[src/rtl/flagunit_pkg.sv]
package flagunit_pkg;
  localparam int DATA_W  = 16;
  localparam int BYTE_W  = 8;
  localparam int CTL_N   = 3;
  localparam int STAT_N  = 6;
  localparam int FLAG_N  = STAT_N + CTL_N;

  localparam int F_CARRY = 0;
  localparam int F_PAR   = 1;
  localparam int F_AUX   = 2;
  localparam int F_ZERO  = 3;
  localparam int F_SIGN  = 4;
  localparam int F_OVF   = 5;
  localparam int F_INTEN = 6;

  typedef enum logic [1:0] {
    OP_ADD   = 2'd0,
    OP_SUB   = 2'd1,
    OP_LOGIC = 2'd2,
    OP_SHIFT = 2'd3
  } opClass_e;

  typedef struct packed {
    logic             ldStatus;
    logic             ldAux;
    logic             isSub;
    logic             isLogic;
    logic             isShift;
    logic [CTL_N-1:0] ctlSet;
    logic [CTL_N-1:0] ctlClr;
  } flagStrobe_t;
endpackage

[src/rtl/flag_ctrl.sv]
module flag_ctrl
  import flagunit_pkg::*;
(
  input  logic        updEn,
  input  logic [1:0]  opClass,
  input  logic        ctlEn,
  input  logic [1:0]  ctlSel,
  input  logic        ctlVal,
  output flagStrobe_t strobe
);
  opClass_e cls;
  logic [CTL_N-1:0] selHot;

  assign cls = opClass_e'(opClass);

  always_comb begin
    case (ctlSel)
      2'd0:    selHot = 3'b001;
      2'd1:    selHot = 3'b010;
      2'd2:    selHot = 3'b100;
      default: selHot = 3'b000;
    endcase
  end

  always_comb begin
    strobe          = '0;
    strobe.ldStatus = updEn;
    strobe.ldAux    = updEn && (cls == OP_ADD || cls == OP_SUB);
    strobe.isSub    = (cls == OP_SUB);
    strobe.isLogic  = (cls == OP_LOGIC);
    strobe.isShift  = (cls == OP_SHIFT);
    if (ctlEn) begin
      if (ctlVal) strobe.ctlSet = selHot;
      else        strobe.ctlClr = selHot;
    end
  end
endmodule

[src/rtl/flag_datapath.sv]
module flag_datapath
  import flagunit_pkg::*;
(
  input  logic              clk,
  input  logic              rstN,
  input  logic [DATA_W-1:0] opA,
  input  logic [DATA_W-1:0] opB,
  input  logic [DATA_W-1:0] result,
  input  logic              byteOp,
  input  logic              shiftOut,
  input  flagStrobe_t       strobe,
  output logic [FLAG_N-1:0] flagsQ
);
  localparam int TOP_W = DATA_W - 1;
  localparam int TOP_B = BYTE_W - 1;

  logic aTop, bTop, rTop;
  logic zeroNx, parityNx, auxNx, carryNx, ovfNx;
  logic addCarry, subBorrow, addOvf, subOvf;
  logic [STAT_N-1:0] statusQ;
  logic [CTL_N-1:0]  ctlQ;

  assign aTop = byteOp ? opA[TOP_B] : opA[TOP_W];
  assign bTop = byteOp ? opB[TOP_B] : opB[TOP_W];
  assign rTop = byteOp ? result[TOP_B] : result[TOP_W];

  assign zeroNx   = byteOp ? (result[TOP_B:0] == '0) : (result == '0);
  assign parityNx = ~^result[TOP_B:0];
  assign auxNx    = opA[4] ^ opB[4] ^ result[4];

  assign addCarry  = (aTop & bTop) | (aTop & ~rTop) | (bTop & ~rTop);
  assign subBorrow = (~aTop & bTop) | (~aTop & rTop) | (bTop & rTop);
  assign addOvf    = (aTop == bTop) && (rTop != aTop);
  assign subOvf    = (aTop != bTop) && (rTop != aTop);

  always_comb begin
    if (strobe.isLogic) begin
      carryNx = 1'b0;
      ovfNx   = 1'b0;
    end else if (strobe.isShift) begin
      carryNx = shiftOut;
      ovfNx   = rTop ^ aTop;
    end else if (strobe.isSub) begin
      carryNx = subBorrow;
      ovfNx   = subOvf;
    end else begin
      carryNx = addCarry;
      ovfNx   = addOvf;
    end
  end

  always_ff @(posedge clk) begin
    if (!rstN) begin
      statusQ <= '0;
    end else if (strobe.ldStatus) begin
      statusQ[F_CARRY] <= carryNx;
      statusQ[F_PAR]   <= parityNx;
      statusQ[F_ZERO]  <= zeroNx;
      statusQ[F_SIGN]  <= rTop;
      statusQ[F_OVF]   <= ovfNx;
      if (strobe.ldAux) statusQ[F_AUX] <= auxNx;
    end
  end

  for (genvar k = 0; k < CTL_N; k++) begin : gCtl
    always_ff @(posedge clk) begin
      if (!rstN)                 ctlQ[k] <= 1'b0;
      else if (strobe.ctlSet[k]) ctlQ[k] <= 1'b1;
      else if (strobe.ctlClr[k]) ctlQ[k] <= 1'b0;
    end
  end

  assign flagsQ = {ctlQ, statusQ};
endmodule

[src/rtl/alu_flag_unit.sv]
module alu_flag_unit
  import flagunit_pkg::*;
(
  input  logic        clk,
  input  logic        rstN,
  input  logic [15:0] opA,
  input  logic [15:0] opB,
  input  logic [15:0] result,
  input  logic [1:0]  opClass,
  input  logic        byteOp,
  input  logic        shiftOut,
  input  logic        updEn,
  input  logic        ctlEn,
  input  logic [1:0]  ctlSel,
  input  logic        ctlVal,
  input  logic        irqIn,
  output logic [8:0]  flagsOut,
  output logic        irqOut
);
  flagStrobe_t strobe;

  flag_ctrl u_ctrl (
    .updEn(updEn), .opClass(opClass), .ctlEn(ctlEn),
    .ctlSel(ctlSel), .ctlVal(ctlVal), .strobe(strobe)
  );

  flag_datapath u_dp (
    .clk(clk), .rstN(rstN), .opA(opA), .opB(opB), .result(result),
    .byteOp(byteOp), .shiftOut(shiftOut), .strobe(strobe), .flagsQ(flagsOut)
  );

  assign irqOut = irqIn & flagsOut[F_INTEN];
endmodule

[config.mk]
export PLATFORM = sky130hd
export DESIGN_NAME = alu_flag_unit
export DESIGN_NICKNAME = d
export VERILOG_FILES = /design/src/rtl/flagunit_pkg.sv /design/src/rtl/flag_ctrl.sv /design/src/rtl/flag_datapath.sv /design/src/rtl/alu_flag_unit.sv
export SDC_FILE = /design/constraint.sdc
export NUM_CORES = 1
export LEC_CHECK = 0
export ABC_AREA = 1
export BUFFER_PORTS_ARGS = -buffer_cell sky130_fd_sc_hd__buf_2
export CAP_MARGIN = 0
export CORE_MARGIN = 2
export CORE_UTILIZATION = 33
export CTS_CLUSTER_SIZE = 25
export DETAILED_ROUTE_END_ITERATION = 16
export MAX_ROUTING_LAYER = met4
export PLACE_DENSITY = 0.74
export SETUP_SLACK_MARGIN = 0.4
export SYNTH_ARGS = -nofsm -noshare
export SYNTH_HDL_FRONTEND = slang
export SYNTH_HIERARCHICAL = 1
export SYNTH_SLANG_ARGS = --single-unit
[constraint.sdc]
create_clock -name clk -period 1.6 [get_ports clk]
set_input_delay 0.24 -clock clk [delete_from_list [all_inputs] [get_ports clk]]
set_output_delay 0.24 -clock clk [all_outputs]
set_load 0.02 [all_outputs]
==> results of run 1 <==
-- logic make-up (layout without fill, tap and decap cells) --
family,Yosys count,after routing,synth area share (%)
xor+xnor,5,5,5.853
fa+ha+maj,8,8,13.38
flops,9,9,24.08
simple gates,54,54,29.43
compound gates,15,15,11.20
buf+inv,31,78,16.05
-- per-layer routing --
metal,vias up,track usage (%),wire (um)
met1,379,15.37,701
met2,19,29.27,1006
met4,0,6.140,0
met3,0,1.149,61
met5,-,-,0
li1,460,-,-
-- sequential cells by signal, summed over array words and instances, names as in the netlist --
name,flops
u_dp/statusQ,6
u_dp/flagsQ,3
-- final cells by class --
cell class | instances | area [um^2] | area share, %
multi-input combinational | 82 | 481.7 | 44.56
sequential | 9 | 180.2 | 16.67
inverter | 30 | 125.1 | 11.57
timing repair buffer | 44 | 232.7 | 21.53
tap | 28 | 35.03 | 3.241
clock buffer | 4 | 26.28 | 2.431
-- placed cells by master, fill, tap and decap left out, drive strengths merged --
cell type / n
a21oi: 8
clkbuf: 4
inv: 30
xnor2: 4
nand4: 2
nand2: 28
or2: 1
o21ai: 5
nor3: 4
ha: 8
nor2: 19
xor2: 1
a21o: 1
buf: 44
o211ai: 1
dfxtp: 9
-- power by group through the flow --
stage | Combinational, W | Clock, W | Sequential [W]
2_1_floorplan | 0.000122 | 0 | 0.000268
3_3_place_gp | 0.000214 | 0 | 0.000249
3_5_place_dp | 0.000223 | 0 | 0.000250
4_1_cts | 0.000234 | 0.000181 | 0.000245
5_1_grt | 0.000264 | 0.000190 | 0.000247
6_report | 0.000232 | 0.000173 | 0.000245
-- what timing repair did --
action / in CTS / in global routing
setup endpoints to repair: 2 / 2
cloned: 0 / 0
gates resized for setup: 7 / 0
pin swaps: 3 / 0
-- per-stage QoR --
step | setup TNS, ns | hold WS [ns]
2_1_floorplan | 0 | 0.3784
3_3_place_gp | 0 | 0.4498
3_5_place_dp | -0.01833 | 0.4591
4_1_cts | 0 | 0.2397
5_1_grt | 0 | 0.2632
6_report | 0 | 0.2437
-- critical path, delay by kind of cell --
kind	cells	cell delay [ns]
AOI/OAI and AO/OA	2	0.12
adders and majority gates	1	0.16
and+or+nand+nor	6	0.64
buffers and inverters	3	0.21
-- worst max path at each step --
stage,start,to,slack [ns]
finish,byteOp,u_dp/statusQ[0],0.38
global route,byteOp,u_dp/statusQ[0],0.30
CTS,byteOp,u_dp/statusQ[0],0.38
detailed placement,byteOp,u_dp/statusQ[0],-0.02
global placement,byteOp,u_dp/statusQ[0],0.05
floorplan,byteOp,u_dp/statusQ[0],0.31
==> impl_metrics.toml, run 1 <==
[clocking]
clk-insertion-delay-late_ns = 0.26
postCtsHoldBufs = 0
clock_path_buffers = 2
htreeDepth = 1
cts_root_buf = "clkbuf_4"
cts.sinks = 9
cts_buffers = 3
clkTransAtPathRegs_ns = 0.06
tritoncts = "yes"
post-cts-setup-buffers = 0

[placed_design]
post-place-cells = 193
place_area_mm2 = 0.001025
dp_hpwl_um = 1513
pre_cts_slack_ns = -0.01833
io_buffers = 43
routabilityCongestion = 0.7829

[critical_path]
crit_slowest_cell = "or2_4"
crit_top_cell = "nand2_1"
max_stage_delay_ns = 0.23
crit_chain = "buf_8 -> inv_12 -> or2_4 -> o21ai_4 -> inv_2 -> ha_4 -> nor3_2 -> nand2_1 -> nand2_1 -> nand2_1 -> nand2_1 -> a21oi_2"
rr_worst_depth = 4
worst-endpoint-required_ns = 1.75
r2r-end = "u_dp/statusQ[1]"
cp-start-kind = "input pin"
crit_path_end_kind = "flop"
path_class = "in2reg"
worstReg2RegStart = "u_dp/statusQ[1]"
crit_path_max_fanout = 5
r2r_slack_ns = 0.92
worstPathArrival_ns = 1.37

[global_routing]
grt_pass1_vias = 828
grt_pass1_wl_um = 3056
track_usage_pct = 15.03
gr-total-overflow = 0
antenna_found_initial = 0
grt_max_degree = 9

[die]
ios = 70
rows = 17
chipHeight_um = 51.62
die_w_um = 51.62
start_util_pct = 34.49
dieArea_mm2 = 0.002664
core_mm2 = 0.002170

[synthesis]
syn_area_um2 = 748.2
synth_top_cell_area_share_pct = 24.08
yosysSeqAreaShare_pct = 24.08
ys_warn_count = 6
yosys-top-cells-count = "29 x inv_1, 26 x nand2_1, 19 x nor2_1"
synth-seq-cells = 9
yosysTopAreaCell = "dfxtp_1"
synth_area_leaders = "dfxtp_1 24%, inv_1 15%, ha_1 13%"
netlist_instances = 122
synth_ff_type = "dfxtp_1"
synth.avg_cell_area_um2 = 6.133
async_flop_share_pct = 0
synth.net_count = 190
yosysMostFrequentCell = "inv_1"
yosysUniqueCellTypes = 18
synth-edff-count = 0

[sta]
setup_ws_ns = 0.3794
worstMarginPinSlew_ns = 0.2437
slew_headroom_pct = 83.74
setup_violations = 0
fmax_ghz = 0.8193
finalHoldViolCount = 0
final-max-slew-violation-count = 0
fin_worst_skew_ns = 0
min_period_ns = 1.221
finalCritPeriodShare_pct = 76.29
rsz0062_at_grt = "yes"

[power]
swShare_pct = 32.11
power_w = 0.0006507
pwr-share-seq_pct = 37.6
power_density_mw_per_mm2 = 602.0
p_clk_share_pct = 26.6
p_int_w = 0.0004418
p_comb_share_pct = 35.7
p_sw_w = 0.0002089
p_leak_nw = 0.6347
ir_worst_vdd_mv = 0.3297

[drt]
routed_wl_um = 1769
vias = 858
drc = 0
post_drt_wl_per_cell_um = 8.980
drtPass1Iterations = 4
viasPerCell = 4.355
ant_nets = 0
detailedRoute.firstIterationViolations = 21

[worst_hold_path]
whs_path_depth = 3
hold_path_end = "u_dp/statusQ[4]"
hold_path_startpoint = "rstN"
hold_class = "in2reg"

[final_layout]
utilization_pct = 49.83
nets = 238
final_cells = 197
stdcell_area_mm2 = 0.001081
fill_cells = 232
diodes = 0
area_growth_pct = 44.48
drive_above_1_share_pct = 33.73

[run_status]
status = "complete, no violations"

[run]
drv_cap = 0
(Power assumes the default switching activity.)
==> inputs of run 2 (changes only) <==
- ABC_AREA: 1 -> 0
- clock period: 1.6 -> 1 ns (I/O delays scaled with it)
==> run 2 against run 1 <==
The run now ends with setup timing left. Power increased by 97%. Synthesized area unchanged. Critical path depth decreased by 4. Combinational power increased to 2.6 times the previous value. Sequential power increased by 63%. Largest cell class unchanged. Largest power group is now combinational logic.
==> impl_metrics.toml, run 2 <==
[power]
p_sw_w = 0.0004045
p_clk_share_pct = 22.7
ir_worst_vdd_mv = 0.7145
power_w = 0.001281
p_int_w = 0.0008763
p_comb_share_pct = 46.2
p_leak_nw = 0.6756
swShare_pct = 31.58
power_density_mw_per_mm2 = 848.9
pwr-share-seq_pct = 31.1

[synthesis]
yosysUniqueCellTypes = 33
yosysMostFrequentCell = "inv_1"
netlist_instances = 87
synth_area_leaders = "dfxtp_1 24%, ha_1 13%, inv_1 6.5%"
synth.avg_cell_area_um2 = 8.600
synth-edff-count = 0
yosysTopAreaCell = "dfxtp_1"
synth_ff_type = "dfxtp_1"
syn_area_um2 = 748.2
ys_warn_count = 6
synth_top_cell_area_share_pct = 24.08
synth.net_count = 155
async_flop_share_pct = 0
yosysSeqAreaShare_pct = 24.08
synth-seq-cells = 9
yosys-top-cells-count = "13 x inv_1, 9 x dfxtp_1, 8 x ha_1"

[sta]
fmax_ghz = 0.8274
setup_ws_ns = -0.2087
min_period_ns = 1.209
slew_headroom_pct = 78.17
fin_worst_skew_ns = 0
setup_violations = 3
finalCritPeriodShare_pct = 120.9
finalHoldViolCount = 0
rsz0062_at_grt = "yes"
worstMarginPinSlew_ns = 0.3268
finalSetupTns_ns = -0.3967
final-max-slew-violation-count = 0

[worst_hold_path]
hold_path_end = "u_dp/flagsQ[6]"
whs_path_depth = 2
hold_class = "in2reg"
hold_path_startpoint = "rstN"

[run_status]
status = "finished, violations left"
violations = "setup timing"

[final_layout]
area_growth_pct = 101.7
drive_above_1_share_pct = 72.97
final_common_cell = "buf_2"
multi_input_area_um2 = 703.2
fill_cells = 177
largest_reg_flops = 6
nets = 217
stdcell_area_mm2 = 0.001509
diodes = 0
regMostFlops = "u_dp/statusQ"
utilization_pct = 69.55
layout_common_cells = "28 x buf_2, 19 x buf_6, 11 x buf_4"
ff_latch_area_um2 = 192.7

[die]
dieArea_mm2 = 0.002664
core_mm2 = 0.002170
rows = 17
ios = 70
die_w_um = 51.62
start_util_pct = 34.49
chipHeight_um = 51.62

[clocking]
postCtsHoldBufs = 0
cts_root_buf = "clkbuf_4"
clkTransAtPathRegs_ns = 0.06
cts.sinks = 9
tritoncts = "yes"
htreeDepth = 1
clock_path_buffers = 2
clk-insertion-delay-late_ns = 0.27
cts_buffers = 3

[critical_path]
worst-endpoint-required_ns = 1.16
worstReg2RegStart = "u_dp/statusQ[3]"
path_class = "in2reg"
cp-start-kind = "input pin"
crit_start = "byteOp"
rr_worst_depth = 4
crit_path_end_kind = "flop"
worstPathArrival_ns = 1.37
r2r_slack_ns = 0.21
r2r-end = "u_dp/statusQ[3]"
crit_path_max_fanout = 4

[global_routing]
grt_pass1_vias = 832
grt_max_degree = 8
track_usage_pct = 17.56
antenna_found_initial = 0
gr-total-overflow = 0
grt_pass1_wl_um = 3422

[placed_design]
place_area_mm2 = 0.001225
io_buffers = 43
pre_cts_slack_ns = -0.5550
dp_hpwl_um = 1648
routabilityCongestion = 0.7142

[drt]
routed_wl_um = 2228
viasPerCell = 4.807
ant_nets = 0
vias = 846
post_drt_wl_per_cell_um = 12.66
drc = 0
detailedRoute.firstIterationViolations = 2
drtPass1Iterations = 4

[run]
drv_cap = 0
-- run 2: cell count changes in the layout (fill, tap and decap cells not counted), sizes merged, moves of 4 or more --
cell | previous run | this run
nor2 | 19 | 2
and2 | 0 | 4
inv | 30 | 14
mux2i | 0 | 4
a21oi | 8 | 1
o21ai | 5 | 1
buf | 44 | 60
nor2b | 0 | 7
nand2 | 28 | 5
-- run 2: cell families (layout without fill, tap and decap cells) --
family	Yosys count	count (layout)	share of synthesized area, %
muxes	4	4	5.853
DFF	9	9	24.08
adders and majority gates	8	8	13.38
buffers and inverters	17	78	9.197
AOI/OAI and AO/OA	12	12	12.21
xor gates and xnor gates	6	6	7.023
and+or+nand+nor	31	31	28.26
-- run 2: what timing repair did --
item                                    4_1_cts  5_1_grt
setup buffers                                 2        5
gates resized for setup                      44       11
pin swaps                                    12       10
endpoints found under the setup margin       19       19
-- run 2: worst max-delay path, stage by stage --
cell and delay [ns]:
buf_12 0.11, buf_6 0.11, mux2i_4 0.19, buf_6 0.12, ha_4 0.14, nor3_2 0.21, o21ai_1 0.10, a32o_1 0.22
-- run 2: worst max path at each step --
stage	to	slack, ns
2_1_floorplan	u_dp/statusQ[5]	-0.25
3_3_place_gp	u_dp/statusQ[0]	-0.51
3_5_place_dp	u_dp/statusQ[5]	-0.55
4_1_cts	u_dp/statusQ[5]	-0.16
5_1_grt	u_dp/statusQ[0]	-0.20
6_report	u_dp/statusQ[0]	-0.21
-- run 2: per-layer routing --
| layer | track usage [%] | part of all wire, % |
|---|---|---|
| met2 | 30.77 | 53 |
| met5 | - | 0 |
| met4 | 3.947 | 1.3 |
| met1 | 19.93 | 39 |
| met3 | 4.885 | 6.7 |
-- run 2: area by class of cell --
cell class	instances	area share, %
multi-input cells	61	46.60
well taps	28	2.322
clock buffers	4	1.741
inverters	14	5.307
repair buffers	60	31.26
flip-flops and latches	9	12.77
-- run 2: stage by stage --
| stage | hold slack [ns] | instances |
|---|---|---|
| 6_report | 0.1483 | 176 |
| 5_1_grt | 0.1477 | 176 |
| 4_1_cts | 0.1432 | 171 |
| 3_5_place_dp | 0.4301 | 165 |
| 3_3_place_gp | 0.4225 | 165 |
| 2_1_floorplan | 0.3618 | 87 |
-- run 2: power groups by stage --
stage	combinational [W]	sequential, W	clock, W
floorplan	0.000250	0.000427	0
global placement	0.000450	0.000399	0
detailed placement	0.000468	0.000400	0
CTS	0.000542	0.000399	0.000301
global route	0.000641	0.000401	0.000328
finish	0.000592	0.000399	0.000290
==> inputs of run 3 (changes only) <==
- CORE_UTILIZATION: 33 -> 31
- PLACE_DENSITY: 0.74 -> 0.73
- SKIP_LAST_GASP: unset -> 1
- SYNTH_HIERARCHICAL: 1 -> unset
==> run 3 against run 2 <==
Combinational power fell by 12%. The run still ends with setup timing left. Die area fell by 4.1%. Count of clock-buffer cells in the layout fell by 1. Worst setup slack improved by 0.038 ns. Register-to-register slack got worse by 0.05 ns. Clock power fell by 7%.
==> impl_metrics.toml, run 3 <==
[drt]
vias = 697
routed_wl_um = 1699
drtPass1Iterations = 2
post_drt_wl_per_cell_um = 10.82
ant_nets = 0
viasPerCell = 4.439
drc = 0
detailedRoute.firstIterationViolations = 2

[global_routing]
grt_use_met1_pct = 16.64
gr-total-overflow = 0
antenna_found_initial = 0
use_met3_pct = 2.381
grt_use_met2_pct = 28.95
grt_busiest_layer = "met2"
grt_pass1_vias = 764
grt_max_degree = 10
track_usage_pct = 14.99
grt_pass1_wl_um = 2967

[placed_design]
io_buffers = 43
routabilityCongestion = 0.7252
place_area_mm2 = 0.001169
post-place-cells = 150
dp_hpwl_um = 1373

[synthesis]
synth.net_count = 144
synth.avg_cell_area_um2 = 8.841
async_flop_share_pct = 0
synth_fa_ha_area_share_pct = 14.90
synth_top_cell_area_share_pct = 26.82
synth_top_family_by_area = "simple AND/OR/NAND/NOR gates"
synth.area.mux_share_pct = 13.59
yosys-top-cells-count = "10 x inv_1, 10 x nor2b_1, 9 x dfxtp_1"
yosysSeqAreaShare_pct = 26.82
synth-seq-cells = 9
yosysUniqueCellTypes = 23
synth_xor_xnor_area_share_pct = 7.821
synth-simple-area-share_pct = 23.09
synth_area_leaders = "dfxtp_1 27%, ha_1 15%, mux2i_1 12%"
synth-edff-count = 0
synth_ff_type = "dfxtp_1"
syn_area_um2 = 671.9
synth_compound_area_share_pct = 7.449
ys_warn_count = 0
yosysTopAreaCell = "dfxtp_1"
netlist_instances = 76

[sta]
setup_ws_ns = -0.1711
finalSetupTns_ns = -0.3438
rsz0062_at_grt = "yes"
slew_headroom_pct = 84.61
fin_worst_skew_ns = 0
min_period_ns = 1.171
setup_violations = 3
worstMarginPinSlew_ns = 0.2260
fmax_ghz = 0.8539
finalHoldViolCount = 0
final-max-slew-violation-count = 0
finalCritPeriodShare_pct = 117.1

[die]
die_w_um = 50.56
chipHeight_um = 50.56
dieArea_mm2 = 0.002556
start_util_pct = 33.56
core_mm2 = 0.002002
ios = 70
rows = 16

[clocking]
clk-insertion-delay-late_ns = 0.25
cts_root_buf = "clkbuf_4"
tritoncts = "yes"
cts_buffers = 3
clkTransAtPathRegs_ns = 0.06
clock_path_buffers = 2
htreeDepth = 1
cts.sinks = 9

[critical_path]
rr_worst_depth = 4
crit_path_max_fanout = 4
crit_path_end_kind = "flop"
cp-start-kind = "input pin"
path_class = "in2reg"
worstPathArrival_ns = 1.31
worst-endpoint-required_ns = 1.14

[final_layout]
final_common_cell = "buf_2"
largest_reg_flops = 6
regMostFlops = "u_dp.statusQ"
final_cells = 157
area_growth_pct = 101.5
nets = 199
stdcell_area_mm2 = 0.001354
drive_above_1_share_pct = 70.00
layout_common_cells = "31 x buf_2, 14 x buf_6, 8 x nor2b_1"
diodes = 0
fill_cells = 158

[worst_hold_path]
hold_class = "in2reg"
whs_path_depth = 2

[run_status]
violations = "setup timing"
status = "finished, violations left"

[power]
ir_worst_vdd_mv = 0.8137
p_leak_nw = 0.6229
power_density_mw_per_mm2 = 883.5

[run]
drv_cap = 0
run 3: cell types whose count changed after synthesis, moves of 2 or more:
cell,previous run,this run
and2_1,4,1
and4b_2,2,0
and4bb_1,2,0
inv_1,13,10
mux2i_1,3,8
nand2_1,5,3
nor2b_1,7,10
nor3b_1,1,3
o32ai_1,2,0
run 3: cell families after synthesis:
group / Yosys count
compound gates: 7
simple gates: 26
mux: 9
fa+ha+maj: 8
flops: 9
xor+xnor: 6
buf+inv: 11
run 3: final timing paths:
check | slack [ns] | end | start
setup reg to reg | 0.16 | u_dp.flagsQ[6] | u_dp.flagsQ[6]
hold / removal | 0.19 | u_dp.statusQ[3] | rstN
setup / recovery | -0.17 | u_dp.statusQ[0] | byteOp
hold reg to reg | 0.53 | u_dp.flagsQ[7] | u_dp.flagsQ[7]
run 3: final cells by class:
type,instances,area [um^2],area share (%)
Timing Repair Buffer,51,390.4,28.84
Sequential cell,9,192.7,14.23
Clock buffer,3,22.52,1.664
Clock inverter,1,5.005,0.3697
Multi-Input combinational cell,56,644.4,47.60
Inverter,10,65.06,4.806
Tap cell,27,33.78,2.495
run 3: power breakdown:
group | switching (W) | leakage (nW) | total [W] | internal, W
sequential | 0.0000176 | 0.0772 | 0.000403 | 0.000385
combinational | 0.000222 | 0.528 | 0.000523 | 0.000301
clock | 0.000123 | 0.0177 | 0.000271 | 0.000147
run 3: routing by layer:
layer  up-vias  share of wire, %
li1        363                 -
met1       311                40
met2        23                55
met3         0               5.0
met4         0                 0
met5         -                 0
run 3: repair_timing:
item                       4_1_cts  5_1_grt
resized for setup               34        5
setup endpoints to repair       17       19
pin swaps                        9        3
hold endpoints to repair         0        0
setup buffers                    2        1
hold buffers                     0        0
run 3: per-stage QoR:
stage	worst slack [ns]	power [W]	hold WS (ns)	utilization [%]
global route	-0.2073	0.001280	0.2144	67.63
floorplan	-0.2814	0.0006748	0.2675	-
CTS	-0.1645	0.001197	0.1863	65.75
global placement	-0.5126	0.0008462	0.4465	58.38
finish	-0.1711	0.001196	0.1907	67.63
detailed placement	-0.5965	0.0008583	0.4573	58.38
run 3: worst max-delay path, stage by stage:
cell and delay, ns:
buf_12 0.09, mux2i_4 0.28, inv_1 0.10, ha_1 0.21, nor3_2 0.20, nor2_1 0.06
a21oi_1 0.14, a21boi_1 0.07
